### config.mk
export PLATFORM = sky130hd
export DESIGN_NAME = baud_frac_gen
export DESIGN_NICKNAME = d
export VERILOG_FILES = /design/src/rtl/baud_frac_pkg.sv /design/src/rtl/baud_phase_acc.sv /design/src/rtl/baud_period_cnt.sv /design/src/rtl/baud_bit_div.sv /design/src/rtl/baud_frac_gen.sv
export SDC_FILE = /design/constraint.sdc
export NUM_CORES = 1
export LEC_CHECK = 0
export ABC_CLOCK_PERIOD_IN_PS = 2600
export BUFFER_PORTS_ARGS = -buffer_cell sky130_fd_sc_hd__buf_2
export CELL_PAD_IN_SITES_DETAIL_PLACEMENT = 1
export CELL_PAD_IN_SITES_GLOBAL_PLACEMENT = 1
export CORE_MARGIN = 10
export CORE_UTILIZATION = 45
export CTS_BUF_LIST = sky130_fd_sc_hd__clkbuf_8
export DETAILED_ROUTE_END_ITERATION = 10
export GPL_TIMING_DRIVEN = 0
export PLACE_DENSITY_LB_ADDON = 0.1
export RECOVER_POWER = 25
export SETUP_SLACK_MARGIN = 0.5
export SKIP_CTS_REPAIR_TIMING = 1
export SYNTH_ARGS = -nofsm -noshare
export SYNTH_HDL_FRONTEND = slang
export SYNTH_SLANG_ARGS = --single-unit
### constraint.sdc
create_clock -name clk_i -period 2.6 [get_ports clk_i]
set_input_delay 0.39 -clock clk_i [delete_from_list [all_inputs] [get_ports clk_i]]
set_output_delay 0.39 -clock clk_i [all_outputs]
set_load 0.05 [all_outputs]
### src/rtl/baud_frac_pkg.sv
package baud_frac_pkg;
  localparam int unsigned DIV_W    = 21;
  localparam int unsigned DROP_LSB = 6;
  localparam int unsigned FRAC_W   = 2;
  localparam int unsigned OVS      = 16;
endpackage

### src/rtl/baud_phase_acc.sv
module baud_phase_acc #(
  parameter int unsigned FRAC_W = 2
) (
  input  logic              clk_i,
  input  logic              rst_ni,
  input  logic              en_i,
  input  logic              load_i,
  input  logic [FRAC_W-1:0] frac_i,
  output logic              carry_o
);
  logic [FRAC_W-1:0] acc_q;
  logic [FRAC_W:0]   sum;

  // disabled: accumulator seen as zero so the first period never carries
  assign sum     = {1'b0, (en_i ? acc_q : '0)} + {1'b0, frac_i};
  assign carry_o = sum[FRAC_W];

  always_ff @(posedge clk_i or negedge rst_ni) begin
    if (!rst_ni)     acc_q <= '0;
    else if (load_i) acc_q <= sum[FRAC_W-1:0];
  end

  p_carry_needs_frac_r3: assert property (@(posedge clk_i) disable iff (!rst_ni)
    carry_o |-> (frac_i != '0));
  p_idle_no_carry_r7: assert property (@(posedge clk_i) disable iff (!rst_ni)
    !en_i |-> !carry_o);
endmodule

### src/rtl/baud_period_cnt.sv
module baud_period_cnt #(
  parameter int unsigned CNT_W = 14
) (
  input  logic             clk_i,
  input  logic             rst_ni,
  input  logic             en_i,
  input  logic [CNT_W-1:0] reload_i,
  output logic             boundary_o,
  output logic             tick_o
);
  logic [CNT_W-1:0] cnt_q, lim_q;
  logic             tick_q;

  assign boundary_o = en_i && (cnt_q == lim_q);
  assign tick_o     = tick_q;

  always_ff @(posedge clk_i or negedge rst_ni) begin
    if (!rst_ni) begin
      cnt_q  <= '0;
      lim_q  <= '0;
      tick_q <= 1'b0;
    end else if (!en_i) begin
      cnt_q  <= '0;
      lim_q  <= reload_i;
      tick_q <= 1'b0;
    end else if (cnt_q == lim_q) begin
      cnt_q  <= '0;
      lim_q  <= reload_i;
      tick_q <= 1'b1;
    end else begin
      cnt_q  <= cnt_q + 1'b1;
      tick_q <= 1'b0;
    end
  end

  p_cnt_in_range_r1: assert property (@(posedge clk_i) disable iff (!rst_ni)
    cnt_q <= lim_q);
  p_limit_held_r6: assert property (@(posedge clk_i) disable iff (!rst_ni)
    (en_i && !boundary_o) |=> (lim_q == $past(lim_q)));
  p_idle_clear_r7: assert property (@(posedge clk_i) disable iff (!rst_ni)
    !en_i |=> (!tick_o && cnt_q == '0));
  p_tick_restarts_r1: assert property (@(posedge clk_i) disable iff (!rst_ni)
    tick_o |-> (cnt_q == '0));
endmodule

### src/rtl/baud_bit_div.sv
module baud_bit_div #(
  parameter int unsigned OVS = 16
) (
  input  logic clk_i,
  input  logic rst_ni,
  input  logic en_i,
  input  logic wrap_i,
  output logic bit_tick_o
);
  localparam int unsigned SUB_W = (OVS > 1) ? $clog2(OVS) : 1;
  localparam logic [SUB_W-1:0] SUB_LAST = SUB_W'(OVS - 1);

  logic [SUB_W-1:0] sub_q;
  logic             bit_q;

  assign bit_tick_o = bit_q;

  always_ff @(posedge clk_i or negedge rst_ni) begin
    if (!rst_ni) begin
      sub_q <= '0;
      bit_q <= 1'b0;
    end else if (!en_i) begin
      sub_q <= '0;
      bit_q <= 1'b0;
    end else if (wrap_i) begin
      sub_q <= (sub_q == SUB_LAST) ? '0 : sub_q + 1'b1;
      bit_q <= (sub_q == SUB_LAST);
    end else begin
      bit_q <= 1'b0;
    end
  end

  p_bit_spacing_r8: assert property (@(posedge clk_i) disable iff (!rst_ni)
    bit_q |=> !bit_q);
  p_sub_in_range_r8: assert property (@(posedge clk_i) disable iff (!rst_ni)
    sub_q <= SUB_LAST);
endmodule

### src/rtl/baud_frac_gen.sv
module baud_frac_gen
  import baud_frac_pkg::*;
#(
  parameter int unsigned DIV_WIDTH  = DIV_W,
  parameter int unsigned DROP_BITS  = DROP_LSB,
  parameter int unsigned FRAC_BITS  = FRAC_W,
  parameter int unsigned OVERSAMPLE = OVS
) (
  input  logic                 clk_i,
  input  logic                 rst_ni,
  input  logic                 en_i,
  input  logic [DIV_WIDTH-1:0] div_i,
  output logic                 sample_tick_o,
  output logic                 bit_tick_o
);
  localparam int unsigned INT_W = DIV_WIDTH - DROP_BITS - FRAC_BITS;
  localparam int unsigned CNT_W = INT_W + 1;

  logic [INT_W-1:0]     int_part;
  logic [FRAC_BITS-1:0] frac_part;
  logic                 unused_lsb;
  logic                 carry, boundary;
  logic [CNT_W-1:0]     reload;

  assign int_part   = div_i[DIV_WIDTH-1 -: INT_W];
  assign frac_part  = div_i[DROP_BITS +: FRAC_BITS];
  assign unused_lsb = ^div_i[DROP_BITS-1:0];
  assign reload     = {1'b0, int_part} + CNT_W'(carry);

  baud_phase_acc #(.FRAC_W(FRAC_BITS)) u_phase (
    .clk_i   (clk_i),
    .rst_ni  (rst_ni),
    .en_i    (en_i),
    .load_i  (!en_i || boundary),
    .frac_i  (frac_part),
    .carry_o (carry)
  );

  baud_period_cnt #(.CNT_W(CNT_W)) u_period (
    .clk_i      (clk_i),
    .rst_ni     (rst_ni),
    .en_i       (en_i),
    .reload_i   (reload),
    .boundary_o (boundary),
    .tick_o     (sample_tick_o)
  );

  baud_bit_div #(.OVS(OVERSAMPLE)) u_bit (
    .clk_i      (clk_i),
    .rst_ni     (rst_ni),
    .en_i       (en_i),
    .wrap_i     (boundary),
    .bit_tick_o (bit_tick_o)
  );

  p_bit_on_sample_r8: assert property (@(posedge clk_i) disable iff (!rst_ni)
    bit_tick_o |-> sample_tick_o);
  p_gated_r7: assert property (@(posedge clk_i) disable iff (!rst_ni)
    !en_i |=> (!sample_tick_o && !bit_tick_o));
endmodule

==> flow_summary.yaml, run 1 <==
power_and_ir_drop:
  combPwrFrac_pct: 16.2
  p_sw_share_pct: 26.1
  internal-power_w: 0.000922
  pwr-share-seq_pct: 50.9
  p_clk_share_pct: 32.9
  cellPowerDensity_nw_per_um2: 531
  peakVddDrop_mv: 0.335
  leakagePower_nw: 1.02
  p_sw_w: 0.000325
cts:
  cts_made_buffers: 5
  cts_tree: "built"
  worst_skew_pair.late_latency_ps: 290
  clock_path_buffers: 2
  htree_levels: 2
  cts_root_buf: "clkbuf_8"
  cts_sinks: 36
  path_clk_slew_ps: 70
detailed_routing:
  totalWireLength_mm: 4.46
  final_antenna_net_count: 0
  drt_iter0_drc: 54
  post-route-drc-count: 0
  drtPass1Iterations: 4
  wl_per_cell_um: 17.0
  routed-via-count: 1414
  viasPerCell: 5.40
timing:
  fin_tns_setup_ps: 0
  setup_violations: 0
  maxSlewViolCount: 37
  worst_slew_pin_slew_ps: 1900
  max-slew-margin-rel_pct: -26.9
  post-route-period-util_pct: 79.3
  final_hold_viol_count: 0
  max_freq_mhz: 485
  skew_ps: 8.47
  rsz0062_at_grt: "yes"
  min_period_ps: 2060
global_route:
  track_usage_pct: 12.5
  grt_overflow_total: 0
  antenna_found_initial: 0
  grt_pass1_vias: 1592
  grt_pass1_wl_mm: 7.47
  grt_max_degree: 37
placed_design:
  place_congestion: 0.765
  io_buffers: 19
  place_hpwl_mm: 3.45
worst_hold_path:
  min_path_type: "in -> reg"
floorplanning:
  die_y_um: 86.2
  core_um2: 4290
  die_area_um2: 7440
  start_util_pct: 46.0
  rows: 24
  num_io_pins: 26
  dieWidth_um: 86.2
setup_path:
  path_max_fanout: 3
  start_kind: "flop"
  worst_path_max_delay_cell: "dfrtp_1"
  max_stage_delay_ps: 380
  cp_cell_sequence: "and2_4, ha_2, fa_2, ha_4, ha_4, nand2_4, nor3_4, nand2_2, xnor2_2, mux2_4"
  endpoint_kind: "flop"
  crit_type: "reg -> reg"
  cp.arrival_ps: 2230
  crit_required_ps: 2770
  path_common_cell: "ha_4"
cells_and_area:
  drive_gt1_share_pct: 28.6
  nets: 239
  area_growth_pct: 18.9
  utilization_pct: 54.7
  antenna_cells: 0
yosys:
  synth-seq-cells: 36
  synth_cell_types: 27
  synth_warnings: 0
  avgSynthCellArea_um2: 10.9
  postSynthCellCount: 181
  synth-edff-count: 0
  synth-async-reset-ratio_pct: 100
  syn_area_um2: 1970
  synthFlopType: "dfrtp_1"
  yosysSeqAreaShare_pct: 45.6
  synth_nets: 211
run_status:
  status: "finished, violations left"
  violations: "capacitance limit, slew limit"
flow_run:
  max_cap_violations: 1
==> critical path, delay by kind of cell (launching register included) <==
kind,cells,cell delay (ps)
xor gates and xnor gates,1,60
adders and majority gates,4,880
DFF,1,380
muxes,1,250
and+or+nand+nor,4,370
==> layout by cell type, fill, tap and decap left out, types with 6 or more instances in the layout <==
master    Yosys  final
nand4_1       8      8
clkbuf_8      0      6
nand3_1       9      7
mux2_4       10     10
buf_2         0     18
nand2_1      11      9
xnor2_1      30     27
nor2_1       23     23
xor2_1        7      7
a21oi_1       6      6
dfrtp_1      36     35
==> cells in the mapped netlist (2+ instances only) <==
library cell / number / share of area (%)
nor2_1: 23 / 4.4
and2_1: 3 / 0.95
and4_1: 4 / 1.8
nand2_1: 11 / 2.1
nor3_1: 7 / 1.8
dfrtp_1: 36 / 46
buf_6: 2 / 1.1
xnor2_1: 30 / 13
nand4_1: 8 / 2.5
mux2i_1: 3 / 1.5
nand3_1: 9 / 2.3
xor2_1: 7 / 3.1
ha_1: 5 / 3.2
mux2_4: 10 / 7.6
inv_1: 4 / 0.76
and3_1: 3 / 0.95
a21oi_1: 6 / 1.5
==> power groups by stage <==
stage               Combinational (W)  Sequential [W]  Clock (W)
global placement             0.000170        0.000641          0
CTS                          0.000181        0.000635   0.000421
global route                 0.000224        0.000640   0.000434
finish                       0.000202        0.000635   0.000410
detailed placement           0.000180        0.000646          0
floorplan                    0.000125        0.000631          0
==> worst paths after layout <==
check                                             start                              to  slack [ps]  cells after the start
max reg2reg                u_phase.acc_q[0]$_DFFE_PN0P_  u_period.lim_q[12]$_DFFE_PN0P_         540                     10
min in group asynchronous                        rst_ni      u_bit.sub_q[3]$_DFFE_PN0P_         610                      1
min                                           div_i[14]   u_period.lim_q[6]$_DFFE_PN0P_         410                      3
max in group asynchronous                        rst_ni     u_period.cnt_q[1]$_DFF_PN0_         760                      1
min reg2reg                u_phase.acc_q[0]$_DFFE_PN0P_    u_phase.acc_q[0]$_DFFE_PN0P_         520                      1
max                        u_phase.acc_q[0]$_DFFE_PN0P_  u_period.lim_q[12]$_DFFE_PN0P_         540                     10
==> stage by stage <==
step / hold slack (ps) / setup WS, ps / instance area [um2] / power, W / cells
after global placement: 486 / 159 / 2140 / 0.000811 / 252
final: 412 / 539 / 2350 / 0.00125 / 262
after detailed placement: 494 / 41.9 / 2140 / 0.000826 / 252
after global routing: 425 / 314 / 2350 / 0.00130 / 262
after CTS: 207 / 264 / 2230 / 0.00124 / 260
after floorplan: 94.4 / 508 / 1980 / 0.000757 / 181
==> logic make-up after synthesis <==
kind of cell    synth area share (%)
flops                           45.6
compound gates                  2.53
fa+ha+maj                       4.18
mux                             9.70
buf+inv                         3.30
xor+xnor                        16.4
simple gates                    18.3
==> routing by layer <==
metal | share of wire, % | wire length [um] | vias up | track usage [%]
li1 | - | - | 677 | -
met1 | 44 | 1980 | 696 | 14.2
met2 | 49 | 2180 | 31 | 20.6
met3 | 4.2 | 188 | 10 | 4.03
met4 | 2.7 | 122 | 0 | 5.89
met5 | 0 | 0 | - | 0
==> flip-flops by register name, summed over array words and instances (netlist names) <==
name              count
u_bit.bit_tick_o      1
u_period.lim_q       14
u_phase.acc_q         2
u_period.tick_o       1
u_bit.sub_q           4
u_period.cnt_q       14
==> area by class of cell <==
| cell class | instances | area, um2 |
|---|---|---|
| buffer | 4 | 50.0 |
| clock buffer | 6 | 82.6 |
| clock inverter | 2 | 10.0 |
| fill | 479 | 1950 |
| inverter | 4 | 15.0 |
| multi-input combinational | 137 | 1110 |
| sequential | 36 | 902 |
| tap | 52 | 65.1 |
| timing repair buffer | 21 | 109 |
No activity file was read; power rests on OpenSTA's default activity.
==> inputs of run 2 (changes only) <==
--- a/config.mk
+++ b/config.mk
@@ -5,7 +5,7 @@
 export SDC_FILE = /design/constraint.sdc
 export NUM_CORES = 1
 export LEC_CHECK = 0
-export ABC_CLOCK_PERIOD_IN_PS = 2600
+export ABC_CLOCK_PERIOD_IN_PS = 2090
 export BUFFER_PORTS_ARGS = -buffer_cell sky130_fd_sc_hd__buf_2
 export CELL_PAD_IN_SITES_DETAIL_PLACEMENT = 1
 export CELL_PAD_IN_SITES_GLOBAL_PLACEMENT = 1
==> constraint.sdc (replaced) <==
create_clock -name clk_i -period 2.09 [get_ports clk_i]
set_input_delay 0.3135 -clock clk_i [delete_from_list [all_inputs] [get_ports clk_i]]
set_output_delay 0.3135 -clock clk_i [all_outputs]
set_load 0.05 [all_outputs]
==> flow_summary.yaml, run 2 (same netlist as run 1, synthesis figures left out) <==
detailed_routing:
  final_antenna_net_count: 0
  wl_per_cell_um: 19.4
  drtPass1Iterations: 4
  totalWireLength_mm: 5.40
  routed-via-count: 1496
  post-route-drc-count: 0
  drt_iter0_drc: 45
  viasPerCell: 5.38
placed_design:
  io_buffers: 19
  place_hpwl_mm: 3.44
  dpl_cell_area_um2: 2180
  place_congestion: 0.785
floorplanning:
  die_y_um: 86.2
  core_um2: 4290
  num_io_pins: 26
  start_util_pct: 46.0
  rows: 24
  die_area_um2: 7440
  dieWidth_um: 86.2
setup_path:
  crit_path_start: "u_phase.acc_q[0]$_DFFE_PN0P_"
  crit_required_ps: 2260
  r2r_end: "u_period.lim_q[10]$_DFFE_PN0P_"
  r2r-start: "u_phase.acc_q[0]$_DFFE_PN0P_"
  cp.arrival_ps: 2340
  start_kind: "flop"
  path_max_fanout: 3
  r2r_slack_ps: -70
  endpoint_kind: "flop"
  crit_type: "reg -> reg"
  reg2reg_depth: 10
cts:
  cts_made_buffers: 5
  cts_root_buf: "clkbuf_8"
  path_clk_slew_ps: 80
  worst_skew_pair.late_latency_ps: 290
  cts_sinks: 36
  cts_tree: "built"
  clock_path_buffers: 2
  htree_levels: 2
cells_and_area:
  multi_input_area_um2: 1310
  area_growth_pct: 38.5
  stdcell_area_um2: 2740
  drive_gt1_share_pct: 48.2
  utilization_pct: 63.7
  register_area_um2: 910
  n_fill_cell: 446
  nets: 256
  layout_commonest_cell: "dfrtp_1"
  layout_common_cells: "dfrtp_1, xnor2_1, buf_2, nor2_4, buf_4"
  antenna_cells: 0
  largest_registers: "u_period.cnt_q: 14 flops, u_period.lim_q: 14 flops, u_bit.sub_q: 4 flops"
timing:
  rsz0062_at_grt: "yes"
  worst_slew_pin_slew_ps: 883
  max-slew-margin-rel_pct: 41.1
  min_period_ps: 2160
  hold_slack_ps: 131
  skew_ps: 12.0
  max_freq_mhz: 463
  final_hold_viol_count: 0
  fin_ws_ps: -71.1
  maxSlewViolCount: 0
  post-route-period-util_pct: 103
  setup_violations: 2
global_route:
  met2_usage_pct: 20.1
  track_usage_pct: 12.6
  grt.met3_usage_pct: 3.85
  grt_pass1_wl_mm: 7.56
  antenna_found_initial: 0
  grt_pass1_vias: 1610
  grt-busiest-layer: "met2"
  grt_max_degree: 37
  grt_use_met1_pct: 15.7
  grt_overflow_total: 0
power_and_ir_drop:
  peakVddDrop_mv: 0.315
  leakagePower_nw: 1.15
  cellPowerDensity_nw_per_um2: 583
run_status:
  violations: "setup timing"
  status: "finished, violations left"
worst_hold_path:
  min_path_type: "in -> async"
flow_run:
  max_cap_violations: 0
-- run 2: cell count changes in the layout (fill, tap and decap cells not counted), sizes merged --
cell,change
clkinv,-1
buf,+16
inv,+1
-- run 2: routing by layer --
| layer | part of all wire, % | wire length [um] | up-vias |
|---|---|---|---|
| met3 | 3.3 | 178 | 8 |
| met2 | 52 | 2780 | 28 |
| met4 | 1.8 | 95 | 0 |
| met5 | 0 | 0 | - |
| li1 | - | - | 709 |
| met1 | 43 | 2340 | 751 |
-- run 2: per-stage QoR --
stage	power, W	setup TNS [ps]	setup slack [ps]	cells
floorplan	0.000951	0	122	181
global placement	0.00102	-472	-173	252
detailed placement	0.00104	-876	-314	252
CTS	0.00150	-232	-156	259
global route	0.00167	-451	-128	278
finish	0.00160	-110	-71.1	278
-- run 2: worst max path at each step --
stage | end | slack (ps)
6_report | u_period.lim_q[10]$_DFFE_PN0P_ | -70
3_3_place_gp | u_period.lim_q[11]$_DFFE_PN0P_ | -170
5_1_grt | u_period.lim_q[10]$_DFFE_PN0P_ | -130
2_1_floorplan | u_period.lim_q[10]$_DFFE_PN0P_ | 120
3_5_place_dp | u_period.lim_q[11]$_DFFE_PN0P_ | -310
4_1_cts | u_period.lim_q[11]$_DFFE_PN0P_ | -160
-- run 2: area by class of cell --
| type | count | share of cell area, % |
|---|---|---|
| Sequential cell | 36 | 33.3 |
| Buffer | 4 | 2.56 |
| Clock buffer | 5 | 2.52 |
| Clock inverter | 2 | 0.320 |
| Tap cell | 52 | 2.38 |
| Timing Repair Buffer | 38 | 10.5 |
| Multi-Input combinational cell | 137 | 47.9 |
| Inverter | 4 | 0.549 |
-- run 2: worst max-delay path, stage by stage, from the launching register on --
cell and delay [ps]:
dfrtp_1 400, and2_4 170, ha_4 150, fa_2 400, ha_4 190, ha_4 170, nand2_4 70, nor3_4 40
nand3_1 110, xnor2_1 80, mux2_4 260
-- run 2: where the power goes --
part / leakage (nW) / internal, W / switching (W) / total (W)
clock network: 0.0452 / 0.000222 / 0.000250 / 0.000472
registers: 0.452 / 0.000745 / 0.0000552 / 0.000801
logic: 0.654 / 0.000182 / 0.000141 / 0.000323
total: 1.15 / 0.00115 / 0.000446 / 0.00160
